===== src/rtl/can_stop_ctl.sv =====
module can_stop_ctl #(
  parameter int RESYNC_BITS = 11
) (
  input  logic clk,
  input  logic rst_n,
  input  logic stop_req,
  input  logic slf_wake_en,
  input  logic wake_msk,
  input  logic bus_idle,
  input  logic bus_off,
  input  logic intm3_smp,
  input  logic busy,
  input  logic bit_stb,
  input  logic rx_in,
  input  logic tx_core,
  input  logic wake_clr,
  output logic stop_ack,
  output logic not_rdy,
  output logic lpm_ack,
  output logic tx_pin,
  output logic rx_core,
  output logic wake_flag,
  output logic wake_irq,
  output logic on_bus
);

  localparam int CW = $clog2(RESYNC_BITS + 1);
  localparam logic [CW-1:0] LAST = CW'(RESYNC_BITS - 1);

  typedef enum logic [2:0] {S_RUN, S_WBUS, S_WDRAIN, S_STOP, S_SYNC} st_t;

  st_t           st;
  logic [CW-1:0] cnt;
  logic          armed;
  logic          rx_q;

  wire safe    = bus_idle | bus_off | (intm3_smp & rx_in);
  wire stopped = (st == S_STOP);
  wire muted   = stopped | (st == S_SYNC);
  wire wake_ev = stopped & armed & rx_q & ~rx_in;

  always_ff @(posedge clk) begin
    if (!rst_n) begin
      st    <= S_RUN;
      cnt   <= '0;
      armed <= 1'b0;
    end else begin
      unique case (st)
        S_RUN:    if (stop_req) st <= S_WBUS;
        S_WBUS:   if (!stop_req) st <= S_RUN;
                  else if (safe) st <= S_WDRAIN;
        S_WDRAIN: if (!stop_req) st <= S_RUN;
                  else if (!busy) begin
                    st    <= S_STOP;
                    armed <= slf_wake_en;
                  end
        S_STOP:   if (!stop_req) begin
                    st  <= S_SYNC;
                    cnt <= '0;
                  end
        S_SYNC:   if (bit_stb) begin
                    if (!rx_in) cnt <= '0;
                    else if (cnt == LAST) begin
                      cnt <= '0;
                      st  <= S_RUN;
                    end else cnt <= cnt + 1'b1;
                  end
        default:  st <= S_RUN;
      endcase
    end
  end

  always_ff @(posedge clk) begin
    if (!rst_n) begin
      rx_q      <= 1'b1;
      wake_flag <= 1'b0;
    end else begin
      rx_q <= rx_in;
      if (wake_ev) wake_flag <= 1'b1;
      else if (wake_clr) wake_flag <= 1'b0;
    end
  end

  assign stop_ack = stopped;
  assign not_rdy  = stopped;
  assign lpm_ack  = stopped;
  assign tx_pin   = muted | tx_core;
  assign rx_core  = muted | rx_in;
  assign wake_irq = wake_flag & slf_wake_en & wake_msk;
  assign on_bus   = (st == S_RUN);

endmodule


===== config.mk =====
export PLATFORM = sky130hd
export DESIGN_NAME = can_stop_ctl
export DESIGN_NICKNAME = d
export VERILOG_FILES = /design/src/rtl/can_stop_ctl.sv
export SDC_FILE = /design/constraint.sdc
export NUM_CORES = 1
export LEC_CHECK = 0
export BUFFER_PORTS_ARGS = -buffer_cell sky130_fd_sc_hd__buf_2
export CORE_MARGIN = 2
export CORE_UTILIZATION = 40
export DETAILED_ROUTE_END_ITERATION = 12
export PLACE_DENSITY = 0.65
export RECOVER_POWER = 50
export SYNTH_ARGS = -nofsm -noshare
export SYNTH_HDL_FRONTEND = slang
export SYNTH_SLANG_ARGS = --single-unit

===== constraint.sdc =====
create_clock -name clk -period 1.81 [get_ports clk]
set_clock_uncertainty 0.2 [all_clocks]
set_input_delay 0.181 -clock clk [delete_from_list [all_inputs] [get_ports clk]]
set_output_delay 0.181 -clock clk [all_outputs]
set_load 0.01 [all_outputs]

==> results of run 1 <==
==> final cells by class <==
cell class	instances	area, sq um
fill	123	609
inverter	3	11.3
tap	15	18.8
clock buffer	4	36.3
timing repair buffer	22	115
sequential	10	204
multi-input combinational	50	355
==> power by group <==
part           switching, uW  internal (uW)  total, uW
clock                   82.6            122        205
sequential              5.17            224        229
combinational           25.9           25.4       51.3
total                    114            371        485
==> flip-flops by register name, indices dropped and copies added (netlist names) <==
signal     flops
st             3
rx_q           1
cnt            4
wake_flag      1
armed          1
==> worst max-delay path, delay by kind of cell, from the launching register on <==
family	cells	cell delay, ns
AO/OA/AOI/OAI	2	0.42
flip-flops	1	0.39
AND/OR/NAND/NOR	2	0.25
adder cells (fa/ha/maj)	1	0.20
buffers and inverters	1	0.08
==> cells by family (layout without fill, tap and decap cells) <==
kind of cell    count (synthesis)  in the layout  share of synthesized area [%]
fa+ha+maj                       2              2                           4.21
compound gates                 11             11                           17.9
flops                          10             10                           33.7
mux                             1              1                           1.68
buf+inv                         7             29                           6.95
simple gates                   36             36                           35.6
==> stage by stage <==
step / util (%) / total power [uW] / hold WS [ns] / setup WS, ns / instance area, sq um
2_1_floorplan: - / 258 / 0.0753 / 0.376 / 594
3_3_place_gp: 50.6 / 282 / 0.175 / 0.260 / 683
3_5_place_dp: 50.6 / 282 / 0.176 / 0.261 / 683
4_1_cts: 54.8 / 492 / 0.00527 / 0.0102 / 739
5_1_grt: 54.9 / 512 / 0.00989 / 0.0495 / 741
6_report: 54.9 / 485 / 0.0120 / 0.192 / 741
==> layer usage <==
| layer | GRT usage, % | routed length (um) | vias up |
|---|---|---|---|
| met2 | 20.6 | 560 | 9 |
| met1 | 20.6 | 650 | 253 |
| li1 | - | - | 287 |
| met3 | 3.88 | 52 | 2 |
| met4 | 9.38 | 14 | 0 |
| met5 | 0 | 0 | - |
==> cell usage in the layout (no fill, tap or decap), types with 2 or more instances in the layout <==
| cell | synthesis | final |
|---|---|---|
| nand2b_1 | 4 | 4 |
| inv_1 | 3 | 3 |
| clkbuf_4 | 0 | 3 |
| dfxtp_2 | 0 | 3 |
| dlygate4sd3_1 | 0 | 2 |
| a211oi_1 | 2 | 2 |
| and4bb_1 | 2 | 2 |
| buf_2 | 0 | 16 |
| nor2_1 | 4 | 3 |
| nor3_1 | 2 | 2 |
| dfxtp_1 | 10 | 7 |
| and3_1 | 2 | 2 |
| nand2_1 | 5 | 5 |
| clkbuf_1 | 1 | 4 |
| a31oi_1 | 2 | 2 |
| nand4_1 | 2 | 2 |
| nor2b_1 | 4 | 4 |
| ha_1 | 2 | 2 |
| nand3_1 | 7 | 7 |
==> worst paths after layout <==
kind                                from  endpoint  slack (ns)  cells after the start
worst max-delay path              cnt[0]     st[0]        0.19                      6
worst min register to register    cnt[0]    cnt[0]        0.30                      2
worst min-delay path            stop_req     st[1]        0.01                      3
worst max register to register    cnt[0]     st[0]        0.19                      6
==> what timing repair did <==
| action | 4_1_cts | 5_1_grt |
|---|---|---|
| resized for setup | 0 | 4 |
| endpoints found under the setup margin | 0 | 5 |
| buffers inserted | 0 | 0 |
| hold buffers | 2 | 0 |
| endpoints found under the hold margin | 2 | 0 |
==> flow_summary.toml, run 1 <==
[run_status]
outcome = "finished, final reports clean"

[cts]
htreeDepth = 1
clk_latency_ns = 0.27
clkSinkCount = 10
cts_buffer_depth = 2
numCtsBuffers = 3
clk_pin_slew_ns = 0.07
cts_tree = "done"
cts_root_buf = "clkbuf_4"

[timing]
period_share_pct = 89.4
worst_slew_pin_slew_ns = 0.534
fmax_mhz = 618
finalHoldViolCount = 0
slew_headroom_pct = 64.4
fin_setup_tns_ns = 0
period_needed_ns = 1.62
finalSetupViolations = 0
final_max_slew_viol_count = 0
rsz0062_at_grt = "false"

[synth]
ys_warn_count = 0
synth_seq_cells = 10
synth_top_cell_area_share_pct = 33.7
synth.cell_area_sq_um = 594
synth_edf_count = 0
ys_async_sr_fraction_pct = 0
post_synth.cell_area_avg_sq_um = 8.87
syn_nets = 82
synth_top_area_cell = "dfxtp_1"
synth_cell_types = 29
synth_most_common_cell = "dfxtp_1"
netlist_top_cells_count = "dfxtp_1 (10), nand3_1 (7), nand2_1 (5)"
ys.flop_type = "dfxtp_1"
synthCells = 67
ys_top_cells_by_area = "dfxtp_1 (34%), nand3_1 (5.9%), and4bb_1 (4.2%)"
ys_seq_area_share_pct = 33.7

[setup_path]
critPathRequiredTime_ns = 1.79
worst_setup_path_end_kind = "flip-flop"
path_class = "flip-flop to flip-flop"
cp_cell_sequence = "inv_1 > ha_1 > and3_1 > a31oi_1 > nor3_1 > a211oi_1"
arrival_ns = 1.59
worstSetupStartpointType = "flip-flop"
worst-path-max-fanout = 4
cp_slowest_stage_delay_ns = 0.39
crit_slowest_cell = "dfxtp_1"

[detailed_routing]
detail_route.iter0.violations = 24
ant_nets = 0
wire_per_inst_um = 12.3
wirelength_mm = 1.28
first_pass_iters = 4
drc = 0
vias = 551
vias_per_cell = 5.30

[final_layout]
n_antenna_cell = 0
final_cells = 104
fin_nets = 105
syn_to_final_growth_pct = 24.6
drive_above_1_share_pct = 32.6

[placement]
routabilityCongestion = 0.800
post-dp-hpwl_um = 945
io_buffers = 20
place_inst = 98

[min_path]
min-delay-path-class = "primary input to flip-flop"

[global_routing]
grt_pass1_wl_mm = 2.06
grt-ovfl-total = 0
grt_max_degree = 14
grt_pass1_vias = 494
antenna_found_initial = 0
track_usage_pct = 15.0

[floorplan]
start_util_pct = 44.0
core_sq_um = 1350
floorplan.die.height_um = 42.5
chipWidth_um = 42.5
die-area_sq_um = 1810
ios = 21
row_count = 13

[power]
power_leakage_uw = 0.000315
irDropWorstVdd_mv = 0.394
p_per_area_nw_per_um2 = 655

[run]
maxCapViolCount = 0
No activity file was read; power rests on OpenSTA's default activity.
==> inputs of run 2 (changes only) <==
--- a/config.mk
+++ b/config.mk
@@ -9,7 +9,7 @@
 export CORE_MARGIN = 2
 export CORE_UTILIZATION = 40
 export DETAILED_ROUTE_END_ITERATION = 12
-export PLACE_DENSITY = 0.65
+export PLACE_DENSITY_LB_ADDON = 0.25
 export RECOVER_POWER = 50
 export SYNTH_ARGS = -nofsm -noshare
 export SYNTH_HDL_FRONTEND = slang
==> flow_summary.toml, run 2 (synthesis gave the netlist of run 1 again) <==
[run_status]
outcome = "finished, final reports clean"

[placement]
post-dp-hpwl_um = 942
place_area_sq_um = 683
routabilityCongestion = 0.831
place_inst = 98
io_buffers = 20

[power]
pwr-share-seq_pct = 52.7
sw_frac_of_total_pct = 24.9
p_int_uw = 327
p_comb_share_pct = 11.8
pwr-share-clk_pct = 35.5
power_leakage_uw = 0.000309
p_per_area_nw_per_um2 = 597
irDropWorstVdd_mv = 0.384
power.switching_uw = 108

[global_routing]
grt_pass1_vias = 505
grt_pass1_wl_mm = 2.14
antenna_found_initial = 0
grt_max_degree = 14
grt-ovfl-total = 0
track_usage_pct = 15.4

[cts]
numCtsBuffers = 3
cts_tree = "done"
cts_setup_buffers = 0
clk_latency_ns = 0.26
cts_root_buf = "clkbuf_4"
clkSinkCount = 10
htreeDepth = 1
cts_buffer_depth = 2
clk_pin_slew_ns = 0.07

[setup_path]
worstSetupStartpointType = "flip-flop"
worst-path-max-fanout = 7
crit_slowest_cell = "dfxtp_2"
arrival_ns = 1.24
path_class = "flip-flop to primary output"
cp_slowest_stage_delay_ns = 0.41
crit_start = "st[1]"
critPathRequiredTime_ns = 1.43
worst_setup_path_end_kind = "primary output"
cp_cell_sequence = "nand2_1 > nor2_2 > a21oi_1 > nand2b_1 > buf_2"
rr_startpoint = "cnt[0]"

[min_path]
min-delay-path-class = "primary input to flip-flop"
min_from = "rx_in"

[final_layout]
syn_to_final_growth_pct = 22.5
fin_nets = 105
regMostFlops = "cnt"
largest_reg_flops = 4
n_antenna_cell = 0
reg_top3 = "cnt: 4 flops, st: 3 flops"
final_cells = 103
drive_above_1_share_pct = 33.0
final_common_cell = "buf_2"
mostFrequentLayoutCells = "buf_2 (17), nand3_1 (7), dfxtp_1 (7)"
fin_area_sq_um = 728

[timing]
worst_slew_pin_slew_ns = 0.537
period_share_pct = 89.5
finalSetupViolations = 0
hold_ws_ns = 0.0138
fmax_mhz = 617
finalHoldViolCount = 0
rsz0062_at_grt = "false"
fin_setup_tns_ns = 0
period_needed_ns = 1.62
final_max_slew_viol_count = 0
slew_headroom_pct = 64.2

[floorplan]
ios = 21
core_sq_um = 1350
start_util_pct = 44.0
floorplan.die.height_um = 42.5
row_count = 13
chipWidth_um = 42.5
die-area_sq_um = 1810

[detailed_routing]
detail_route.iter0.violations = 4
vias = 565
wire_per_inst_um = 12.4
wirelength_mm = 1.28
ant_nets = 0
first_pass_iters = 4
vias_per_cell = 5.49
drc = 0

[run]
maxCapViolCount = 0
==> run 2: changes by cell type in the layout (fill, tap and decap cells not counted), sizes merged <==
| cell | change |
|---|---|
| clkbuf | -2 |
| buf | +1 |
==> run 2: worst paths after layout <==
check                 to  slack (ns)  cells after the start
setup / recovery  tx_pin        0.19                      5
hold / removal      rx_q        0.01                      2
hold reg to reg   cnt[0]        0.29                      2
setup reg to reg  cnt[1]        0.25                      6
==> run 2: metal layers <==
metal	GRT usage, %	routed length (um)	share of wire (%)	vias up
li1	-	-	-	285
met1	20.0	606	47	259
met2	22.2	577	45	15
met3	4.31	52	4.1	6
met4	9.38	44	3.4	0
met5	0	0	0	-
==> run 2: cell type report <==
type / instances / area [sq um]
fill: 123 / 622
multi-input combinational: 50 / 355
sequential: 10 / 204
timing repair buffer: 22 / 116
clock buffer: 3 / 22.5
tap: 15 / 18.8
inverter: 3 / 11.3
==> run 2: repair_timing <==
action,in CTS,in global routing
endpoints found under the hold margin,2,0
resized for setup,1,3
endpoints found under the setup margin,2,2
hold buffers,2,0
==> run 2: through the flow <==
stage          total power [uW]  utilization [%]  worst slack [ns]
4_1_cts                     439             53.9            0.0646
3_5_place_dp                282             50.6             0.274
2_1_floorplan               258                -             0.376
3_3_place_gp                281             50.6             0.268
5_1_grt                     453             53.9            0.0874
6_report                    435             53.9             0.190
==> run 2: critical path: cells and delay by family, from the launching register on <==
kind,cells,cell delay (ns)
AO/OA/AOI/OAI,1,0.09
buffers and inverters,1,0.12
flip-flops,1,0.41
AND/OR/NAND/NOR,3,0.35
==> run 2: power by group through the flow <==
stage | clock network [uW] | logic, uW | registers (uW)
finish | 154 | 51.4 | 229
CTS | 159 | 51.3 | 229
detailed placement | 0 | 47.9 | 234
global route | 167 | 56.6 | 230
global placement | 0 | 47.6 | 234
floorplan | 0 | 25.2 | 232
